$ cat src/rtl/steer_pkg.sv
package steer_pkg;

  typedef enum logic [1:0] {
    CLS_INT = 2'b00,
    CLS_BR  = 2'b01,
    CLS_MEM = 2'b10,
    CLS_NOP = 2'b11
  } op_cls_e;

  // slot holds something that wants a pipe
  function automatic logic slot_live(input logic v, input logic [1:0] c);
    return v && (c != CLS_NOP);
  endfunction

  // pair cannot go together: same restricted class or data dependence
  function automatic logic pair_clash(input logic [1:0] c0, input logic [1:0] c1,
                                      input logic raw);
    return ((c0 == c1) && (c0 != CLS_INT)) || raw;
  endfunction

  // crossing needed when the older needs Y or the younger needs X
  function automatic logic pair_cross(input logic [1:0] c0, input logic [1:0] c1);
    return (c0 == CLS_MEM) || (c1 == CLS_BR);
  endfunction

  // lone instruction destination: 1 means pipe Y
  function automatic logic lone_to_y(input logic [1:0] c);
    return c == CLS_MEM;
  endfunction

endpackage

$ cat src/rtl/steer_slot_decode.sv
module steer_slot_decode
  import steer_pkg::*;
(
  input  logic       valid,
  input  logic [1:0] cls,
  output logic       active
);
  assign active = slot_live(valid, cls);
endmodule

$ cat src/rtl/steer_hazard.sv
module steer_hazard #(
  parameter int REG_AW = 5
) (
  input  logic              we0,
  input  logic [REG_AW-1:0] rd0,
  input  logic [REG_AW-1:0] rs1_1,
  input  logic [REG_AW-1:0] rs2_1,
  output logic              raw
);
  logic dst_real;
  assign dst_real = we0 && (rd0 != '0);
  assign raw      = dst_real && ((rs1_1 == rd0) || (rs2_1 == rd0));
endmodule

$ cat src/rtl/steer_route.sv
module steer_route
  import steer_pkg::*;
#(
  parameter int IW = 34
) (
  input  logic          stall,
  input  logic          act0,
  input  logic          act1,
  input  logic          conflict,
  input  logic [IW-1:0] in0,
  input  logic [IW-1:0] in1,
  output logic          a_valid,
  output logic          a_slot,
  output logic [IW-1:0] a_bits,
  output logic          b_valid,
  output logic          b_slot,
  output logic [IW-1:0] b_bits,
  output logic [1:0]    cnt,
  output logic          hold
);
  logic [1:0] c0, c1;
  logic       go0, go1;

  assign c0 = in0[IW-1 -: 2];
  assign c1 = in1[IW-1 -: 2];

  always_comb begin
    a_valid = 1'b0; a_slot = 1'b0; a_bits = '0;
    b_valid = 1'b0; b_slot = 1'b0; b_bits = '0;
    go0  = !stall && act0;
    go1  = !stall && act1 && !(act0 && conflict);
    hold = !stall && act0 && act1 && conflict;
    if (go0 && go1) begin
      a_valid = 1'b1; b_valid = 1'b1;
      if (pair_cross(c0, c1)) begin
        a_slot = 1'b1; a_bits = in1;
        b_slot = 1'b0; b_bits = in0;
      end else begin
        a_slot = 1'b0; a_bits = in0;
        b_slot = 1'b1; b_bits = in1;
      end
    end else if (go0) begin
      if (lone_to_y(c0)) begin
        b_valid = 1'b1; b_bits = in0;
      end else begin
        a_valid = 1'b1; a_bits = in0;
      end
    end else if (go1) begin
      if (lone_to_y(c1)) begin
        b_valid = 1'b1; b_slot = 1'b1; b_bits = in1;
      end else begin
        a_valid = 1'b1; a_slot = 1'b1; a_bits = in1;
      end
    end
    cnt = {1'b0, go0} + {1'b0, go1};
  end
endmodule

$ cat src/rtl/steer_out_stage.sv
module steer_out_stage #(
  parameter int W       = 8,
  parameter bit OUT_REG = 1'b1
) (
  input  logic         clk,
  input  logic         rst_n,
  input  logic [W-1:0] d,
  output logic [W-1:0] q
);
  generate
    if (OUT_REG) begin : g_reg
      always_ff @(posedge clk or negedge rst_n) begin
        if (!rst_n) q <= '0;
        else        q <= d;
      end
    end else begin : g_thru
      assign q = d;
    end
  endgenerate
endmodule

$ cat src/rtl/dual_issue_steer.sv
module dual_issue_steer
  import steer_pkg::*;
#(
  parameter int REG_AW    = 5,
  parameter int PAYLOAD_W = 16,
  parameter bit OUT_REG   = 1'b1
) (
  input  logic                 clk,
  input  logic                 rst_n,
  input  logic                 stall,
  input  logic                 s0_valid,
  input  logic [1:0]           s0_cls,
  input  logic                 s0_we,
  input  logic [REG_AW-1:0]    s0_rd,
  input  logic [REG_AW-1:0]    s0_rs1,
  input  logic [REG_AW-1:0]    s0_rs2,
  input  logic [PAYLOAD_W-1:0] s0_payload,
  input  logic                 s1_valid,
  input  logic [1:0]           s1_cls,
  input  logic                 s1_we,
  input  logic [REG_AW-1:0]    s1_rd,
  input  logic [REG_AW-1:0]    s1_rs1,
  input  logic [REG_AW-1:0]    s1_rs2,
  input  logic [PAYLOAD_W-1:0] s1_payload,
  output logic                 pa_valid,
  output logic                 pa_slot,
  output logic [1:0]           pa_cls,
  output logic                 pa_we,
  output logic [REG_AW-1:0]    pa_rd,
  output logic [REG_AW-1:0]    pa_rs1,
  output logic [REG_AW-1:0]    pa_rs2,
  output logic [PAYLOAD_W-1:0] pa_payload,
  output logic                 pb_valid,
  output logic                 pb_slot,
  output logic [1:0]           pb_cls,
  output logic                 pb_we,
  output logic [REG_AW-1:0]    pb_rd,
  output logic [REG_AW-1:0]    pb_rs1,
  output logic [REG_AW-1:0]    pb_rs2,
  output logic [PAYLOAD_W-1:0] pb_payload,
  output logic [1:0]           issue_cnt,
  output logic                 hold_s1
);
  localparam int IW = 3 + 3 * REG_AW + PAYLOAD_W;
  localparam int OW = 2 * (2 + IW) + 3;

  logic [IW-1:0] ibits [2];
  logic [1:0]    vld;
  logic [1:0]    act;
  logic          raw_w;
  logic          conflict_w;
  logic          nxt_a_valid, nxt_a_slot, nxt_b_valid, nxt_b_slot, nxt_hold;
  logic [IW-1:0] nxt_a_bits, nxt_b_bits;
  logic [1:0]    nxt_cnt;
  logic [OW-1:0] nxt_bus, out_bus;

  assign ibits[0] = {s0_cls, s0_we, s0_rd, s0_rs1, s0_rs2, s0_payload};
  assign ibits[1] = {s1_cls, s1_we, s1_rd, s1_rs1, s1_rs2, s1_payload};
  assign vld      = {s1_valid, s0_valid};

  genvar g;
  generate
    for (g = 0; g < 2; g++) begin : g_slot
      steer_slot_decode u_dec (
        .valid  (vld[g]),
        .cls    (ibits[g][IW-1 -: 2]),
        .active (act[g])
      );
    end
  endgenerate

  steer_hazard #(.REG_AW(REG_AW)) u_haz (
    .we0   (s0_we),
    .rd0   (s0_rd),
    .rs1_1 (s1_rs1),
    .rs2_1 (s1_rs2),
    .raw   (raw_w)
  );

  assign conflict_w = pair_clash(s0_cls, s1_cls, raw_w);

  steer_route #(.IW(IW)) u_route (
    .stall    (stall),
    .act0     (act[0]),
    .act1     (act[1]),
    .conflict (conflict_w),
    .in0      (ibits[0]),
    .in1      (ibits[1]),
    .a_valid  (nxt_a_valid),
    .a_slot   (nxt_a_slot),
    .a_bits   (nxt_a_bits),
    .b_valid  (nxt_b_valid),
    .b_slot   (nxt_b_slot),
    .b_bits   (nxt_b_bits),
    .cnt      (nxt_cnt),
    .hold     (nxt_hold)
  );

  assign nxt_bus = {nxt_a_valid, nxt_a_slot, nxt_a_bits,
                    nxt_b_valid, nxt_b_slot, nxt_b_bits, nxt_cnt, nxt_hold};

  steer_out_stage #(.W(OW), .OUT_REG(OUT_REG)) u_out (
    .clk   (clk),
    .rst_n (rst_n),
    .d     (nxt_bus),
    .q     (out_bus)
  );

  assign {pa_valid, pa_slot, pa_cls, pa_we, pa_rd, pa_rs1, pa_rs2, pa_payload,
          pb_valid, pb_slot, pb_cls, pb_we, pb_rd, pb_rs1, pb_rs2, pb_payload,
          issue_cnt, hold_s1} = out_bus;

endmodule

$ cat config.mk
export PLATFORM = sky130hd
export DESIGN_NAME = dual_issue_steer
export DESIGN_NICKNAME = d
export VERILOG_FILES = /design/src/rtl/steer_pkg.sv /design/src/rtl/steer_slot_decode.sv /design/src/rtl/steer_hazard.sv /design/src/rtl/steer_route.sv /design/src/rtl/steer_out_stage.sv /design/src/rtl/dual_issue_steer.sv
export SDC_FILE = /design/constraint.sdc
export NUM_CORES = 1
export LEC_CHECK = 0
export BUFFER_PORTS_ARGS = -buffer_cell sky130_fd_sc_hd__buf_4
export CORE_MARGIN = 2
export CORE_UTILIZATION = 30
export CTS_BUF_LIST = sky130_fd_sc_hd__clkbuf_4 sky130_fd_sc_hd__clkbuf_8
export CTS_CLUSTER_DIAMETER = 120
export DETAILED_ROUTE_END_ITERATION = 12
export HOLD_SLACK_MARGIN = 0.03
export PLACE_DENSITY_LB_ADDON = 0.3
export SYNTH_ARGS = -nofsm -noshare
export SYNTH_HDL_FRONTEND = slang
export SYNTH_HIERARCHICAL = 1
export SYNTH_SLANG_ARGS = --single-unit
$ cat constraint.sdc
create_clock -name clk -period 0.8 [get_ports clk]
set_clock_uncertainty 0.2 [all_clocks]
set_input_delay 0.12 -clock clk [delete_from_list [all_inputs] [get_ports clk]]
set_output_delay 0.12 -clock clk [all_outputs]
set_load 0.01 [all_outputs]
==> After elaboration in Yosys (flattened, before gate mapping) <==
Cells that the tools add are included.
{ "word_totals": {"ff_bits": 75, "in_bits": 73, "output_inout_bits": 75, "elab_cells": 57} }
{ "classes": {"addsub": 1, "n_eq_ne": 8, "mux": 28, "reduce_logical": 19} }
{ "ops": {"columns": ["cell", "n"], "rows": [
  ["34-bit two-way mux", 12],
  ["1-bit two-way mux", 16],
  ["1-bit logical AND", 12],
  ["5-bit equality test", 2],
  ["5-bit nonzero test", 1],
  ["2-bit equality test, second input constant", 2],
  ["2-bit != test, second input constant", 2],
  ["1-bit logical OR", 3],
  ["1-bit by 1-bit adder with 2-bit output", 1],
  ["2-bit by 1-bit equality test with 1-bit output, second input constant", 1],
  ["2-bit equality test", 1],
  ["1-bit zero test", 2],
  ["2-bit nonzero test", 1]
]} }

==> Longest topological paths before layout <==
{ "logic_depth": {"depth_word": 10, "depth_mapped": 12, "ltp_nobuf": 10} }

==> By module <==
Netlist, hierarchy kept.
{ "by_module_without_submodules": {"columns": ["mod", "instances", "cells_per_inst", "area_each_um2", "seq_area_each_um2"], "rows": [
  ["steer_route", 1, 427, 2493.6, 0.0],
  ["steer_out_stage", 1, 75, 1876.8, 1876.8],
  ["steer_hazard", 1, 17, 125.1, 0.0],
  ["dual_issue_steer", 1, 3, 31.3, 0.0],
  ["steer_slot_decode", 2, 1, 11.3, 0.0]
]} }

==> Worst setup path before layout <==
OpenSTA, ideal clock, no wires.
{ "synth_timing": {"path_kind": "input port to flip-flop", "from": "in s0_rd[1]", "to": "reg u_out.q[62]", "setup_ps": 145, "t_arrival_ps": 2152, "required_ps": 455, "slack_ps": -1696, "stages": 10, "path_buffers": 3, "cell_sequence": "or4_1 o21ai_1 a21oi_1 a311o_1 a21oi_1 ha_1 buf_2 buf_2 buf_1 a32oi_1"} }
{ "synth_between": {"elab_chain_cells": 10, "elab_cells_between_ends": 14, "classes_between": "2 x eq/ne; 3 x mux; 9 x reduce/logical"} }
{ "synth_lines": {"columns": ["item", "line", "rtl"], "rows": [
  ["start, declared", "dual_issue_steer.sv:14", "input logic [REG_AW-1:0] s0_rd,"],
  ["5-bit equality test or 5-bit nonzero test (tied branches)", "steer_hazard.sv:12, steer_hazard.sv:11", null],
  ["1-bit logical OR or 1-bit logical AND (tied branches)", "steer_hazard.sv:12, steer_hazard.sv:11", null],
  ["1-bit logical AND *", "steer_hazard.sv:12", "assign raw = dst_real && ((rs1_1 == rd0) || (rs2_1 == rd0));"],
  ["via raw_w", "dual_issue_steer.sv:50", "logic raw_w;"],
  ["1-bit logical OR *", "steer_pkg.sv:18", "return ((c0 == c1) && (c0 != CLS_INT)) || raw;"],
  ["via conflict_w", "dual_issue_steer.sv:51", "logic conflict_w;"],
  ["1-bit logical AND *", "steer_route.sv:31", "go1 = !stall && act1 && !(act0 && conflict);"],
  ["1-bit zero test *", "steer_route.sv:31", null],
  ["1-bit logical AND *", "steer_route.sv:31", null],
  ["34-bit two-way mux", "steer_route.sv:48", "end else if (go1) begin"],
  ["34-bit two-way mux", "steer_route.sv:42", "end else if (go0) begin"],
  ["34-bit two-way mux *", "steer_route.sv:33", "if (go0 && go1) begin"],
  ["via nxt_a_bits[23]", "dual_issue_steer.sv:53", "logic [IW-1:0] nxt_a_bits, nxt_b_bits;"],
  ["end signal, assigned", "steer_out_stage.sv:13", "if (!rst_n) q <= '0;"],
  ["end signal, assigned", "steer_out_stage.sv:14", "else q <= d;"],
  ["end, declared", "steer_out_stage.sv:8", "output logic [W-1:0] q"]
]} }
The timed path passes the listed nets; every way through them passes the cells marked *.

==> Final worst setup path <==
{ "layout_timing": {"from": "in s0_rd[1]", "to": "reg u_out.q[53]"} }
The elaborated chain is that of the path after synthesis.

==> results.json <==
{
  "tightest_slew_ns": 0.6027,
  "drtIter0Drc": 864,
  "wl_um": 18580,
  "dp_cells": 847,
  "setup_viol": 225,
  "dp_slack_ns": -1.783,
  "grt_pass1_wl_um": 28650,
  "max_freq_mhz": 458.6,
  "start_util": 0.3026,
  "fin_ws_ns": -1.381,
  "drc": 0,
  "die_area_mm2": 0.01617,
  "portBuffers": 147,
  "chipWidth_um": 127.1,
  "final.hold.worst_slack_ns": -0.1871,
  "use_met2": 0.3719,
  "grt_max_degree": 50,
  "critPathMaxFanout": 8,
  "die_h_um": 127.1,
  "area_growth_pct": 61.85,
  "min_period_ns": 2.181,
  "relSlewSlack": 0.5969,
  "post_synth.cell_area_avg_um2": 8.682,
  "slew_viol_final": 0,
  "ys.flop_type": "dfrtp_1",
  "rows": 45,
  "synth_fp_nets": 599,
  "use_met3": 0.04690,
  "violations": "negative hold slack, negative setup slack",
  "antenna_found_initial": 1,
  "core_mm2": 0.01503,
  "syn_area_mm2": 0.004549,
  "drtPass1Iterations": 5,
  "cts_tree": "done",
  "rsz0062_at_grt": "yes",
  "synth_seq_cells": 75,
  "startpoint_type": "primary input",
  "largest_register": "u_out/q",
  "grtUsageTotal": 0.2240,
  "nNetsFinal": 768,
  "gp_congestion": 0.7771,
  "largest_register_ffs": 75,
  "drive_above_1_share": 0.4040,
  "crit_type": "primary input to flop",
  "cp-end-kind": "flop",
  "synth_cells": 524,
  "critPathArrivalTime_ns": 2.24,
  "clk_path_buf_depth": 2,
  "cts_buffers": 9,
  "root_buffer": "clkbuf_8",
  "hold_path.class": "primary input to flop",
  "cp.required_ns": 0.86,
  "period_share": 2.726,
  "wl_per_cell_um": 20.94,
  "crit_path_start": "s0_rd[1]",
  "yosysSeqAreaShare": 0.4125,
  "leakage_nw": 3.155,
  "vias_per_cell": 6.122,
  "synth_edf_count": 0,
  "status": "complete, but fails checks",
  "hold_viol_final": 66,
  "crit_end": "u_out/q[53]",
  "gr-total-overflow": 0,
  "top_usage_layer": "met2",
  "stdcell_count": 887,
  "n_fill_cell": 1338,
  "vias": 5430,
  "use_met1": 0.2875,
  "grt_pass1_vias": 5336,
  "reg_top3": "u_out/q (75)",
  "synth.distinct_cells": 34,
  "cts.reportedPaths.clkPinSlew_ns": 0.08,
  "antenna_left": 0,
  "ys_async_sr_fraction": 1.000,
  "dpl.hpwl_um": 11190,
  "p_per_area_mw_per_mm2": 1340,
  "ys_warn_count": 6,
  "drv_cap": 0,
  "cts_sinks": 75,
  "ir_worst_vdd_mv": 0.6317,
  "io_pins": 148,
  "htree_levels": 3,
  "setup_tns_ns": -140.98
}
==> stage by stage <==
step / util / total power (W) / area [um^2]
6_report: 0.4898 / 0.009869 / 7363
5_1_grt: 0.4896 / 0.01032 / 7361
4_1_cts: 0.4793 / 0.009877 / 7206
3_5_place_dp: 0.4155 / 0.006539 / 6246
3_3_place_gp: 0.4155 / 0.006472 / 6246
2_1_floorplan: - / 0.005160 / 4622
==> kinds of logic after synthesis <==
kind of cell,count (synthesis),synth area share
compound gates,211,0.3014
xor+xnor,11,0.02118
fa+ha+maj,2,0.005500
buf+inv,73,0.08223
flops,75,0.4125
mux,2,0.004401
simple gates,150,0.1727
==> layout make-up <==
class | instances | area [um^2] | area share
timing repair buffer | 227 | 2525 | 0.3429
multi-input combinational | 376 | 2516 | 0.3417
sequential | 75 | 1877 | 0.2549
tap | 188 | 235.2 | 0.03195
clock buffer | 10 | 137.6 | 0.01869
clock inverter | 6 | 55.05 | 0.007477
inverter | 4 | 15.01 | 0.002039
antenna | 1 | 2.502 | 0.0003398
==> layer usage <==
metal / share of wire / routed length (um)
met1: 0.38 / 7150
met2: 0.50 / 9211
met3: 0.095 / 1762
met4: 0.024 / 450
met5: 0 / 0
==> where the power goes <==
part           switching (W)  internal, W
registers           0.000117      0.00399
logic                0.00141      0.00135
clock network        0.00151      0.00150
total                0.00303      0.00684
==> synth_stat cells, types with 6 or more instances <==
master	count	share of area
nand3_1	131	0.14
a32oi_1	64	0.12
a31oi_1	34	0.047
nand2b_1	6	0.0083
dfrtp_1	75	0.41
clkbuf_1	12	0.0099
buf_2	39	0.043
o21ai_0	28	0.031
xor2_1	6	0.012
o21ai_1	42	0.046
buf_4	6	0.0099
a21oi_1	36	0.040
==> critical path: stages <==
cell	delay, ns
buf_6	0.09
or4_4	0.54
o21ai_2	0.14
a21oi_2	0.06
a311o_1	0.30
a21oi_2	0.21
ha_4	0.17
buf_12	0.15
buf_12	0.14
buf_12	0.10
buf_16	0.11
a32oi_2	0.10
==> placed cells by master (no fill, tap or decap), types with 8 or more instances in the layout <==
cell type  synthesis  layout
nand3_1          131     130
buf_4              6     106
buf_6              3      84
dfrtp_1           75      75
a32oi_1           64      56
o21ai_1           42      42
a31oi_1           34      33
o21ai_0           28      26
a21oi_1           36      25
buf_12             0      24
clkbuf_8           0      10
a21oi_2            0      10
buf_16             0       9
a32oi_2            0       8
==> worst min path at each step <==
stage,startpoint,end,slack (ns),cells past startpoint
2_1_floorplan,rst_n,u_out/q[0],-0.38,0
3_3_place_gp,rst_n,u_out/q[11],-0.23,1
3_5_place_dp,rst_n,u_out/q[11],-0.23,1
4_1_cts,s1_payload[3],u_out/q[42],-0.22,3
5_1_grt,s1_payload[4],u_out/q[7],-0.20,3
6_report,s1_payload[10],u_out/q[13],-0.19,3
==> timing repair <==
| item | in CTS | in global routing |
|---|---|---|
| gates resized for setup | 112 | 18 |
| hold buffers | 1 | 1 |
| endpoints found under the setup margin | 150 | 225 |
| pin swaps | 8 | 19 |
| gates cloned | 8 | 1 |
| buffers inserted | 9 | 7 |
| hold endpoints to repair | 144 | 143 |
Power figures use the tool's default switching activity.
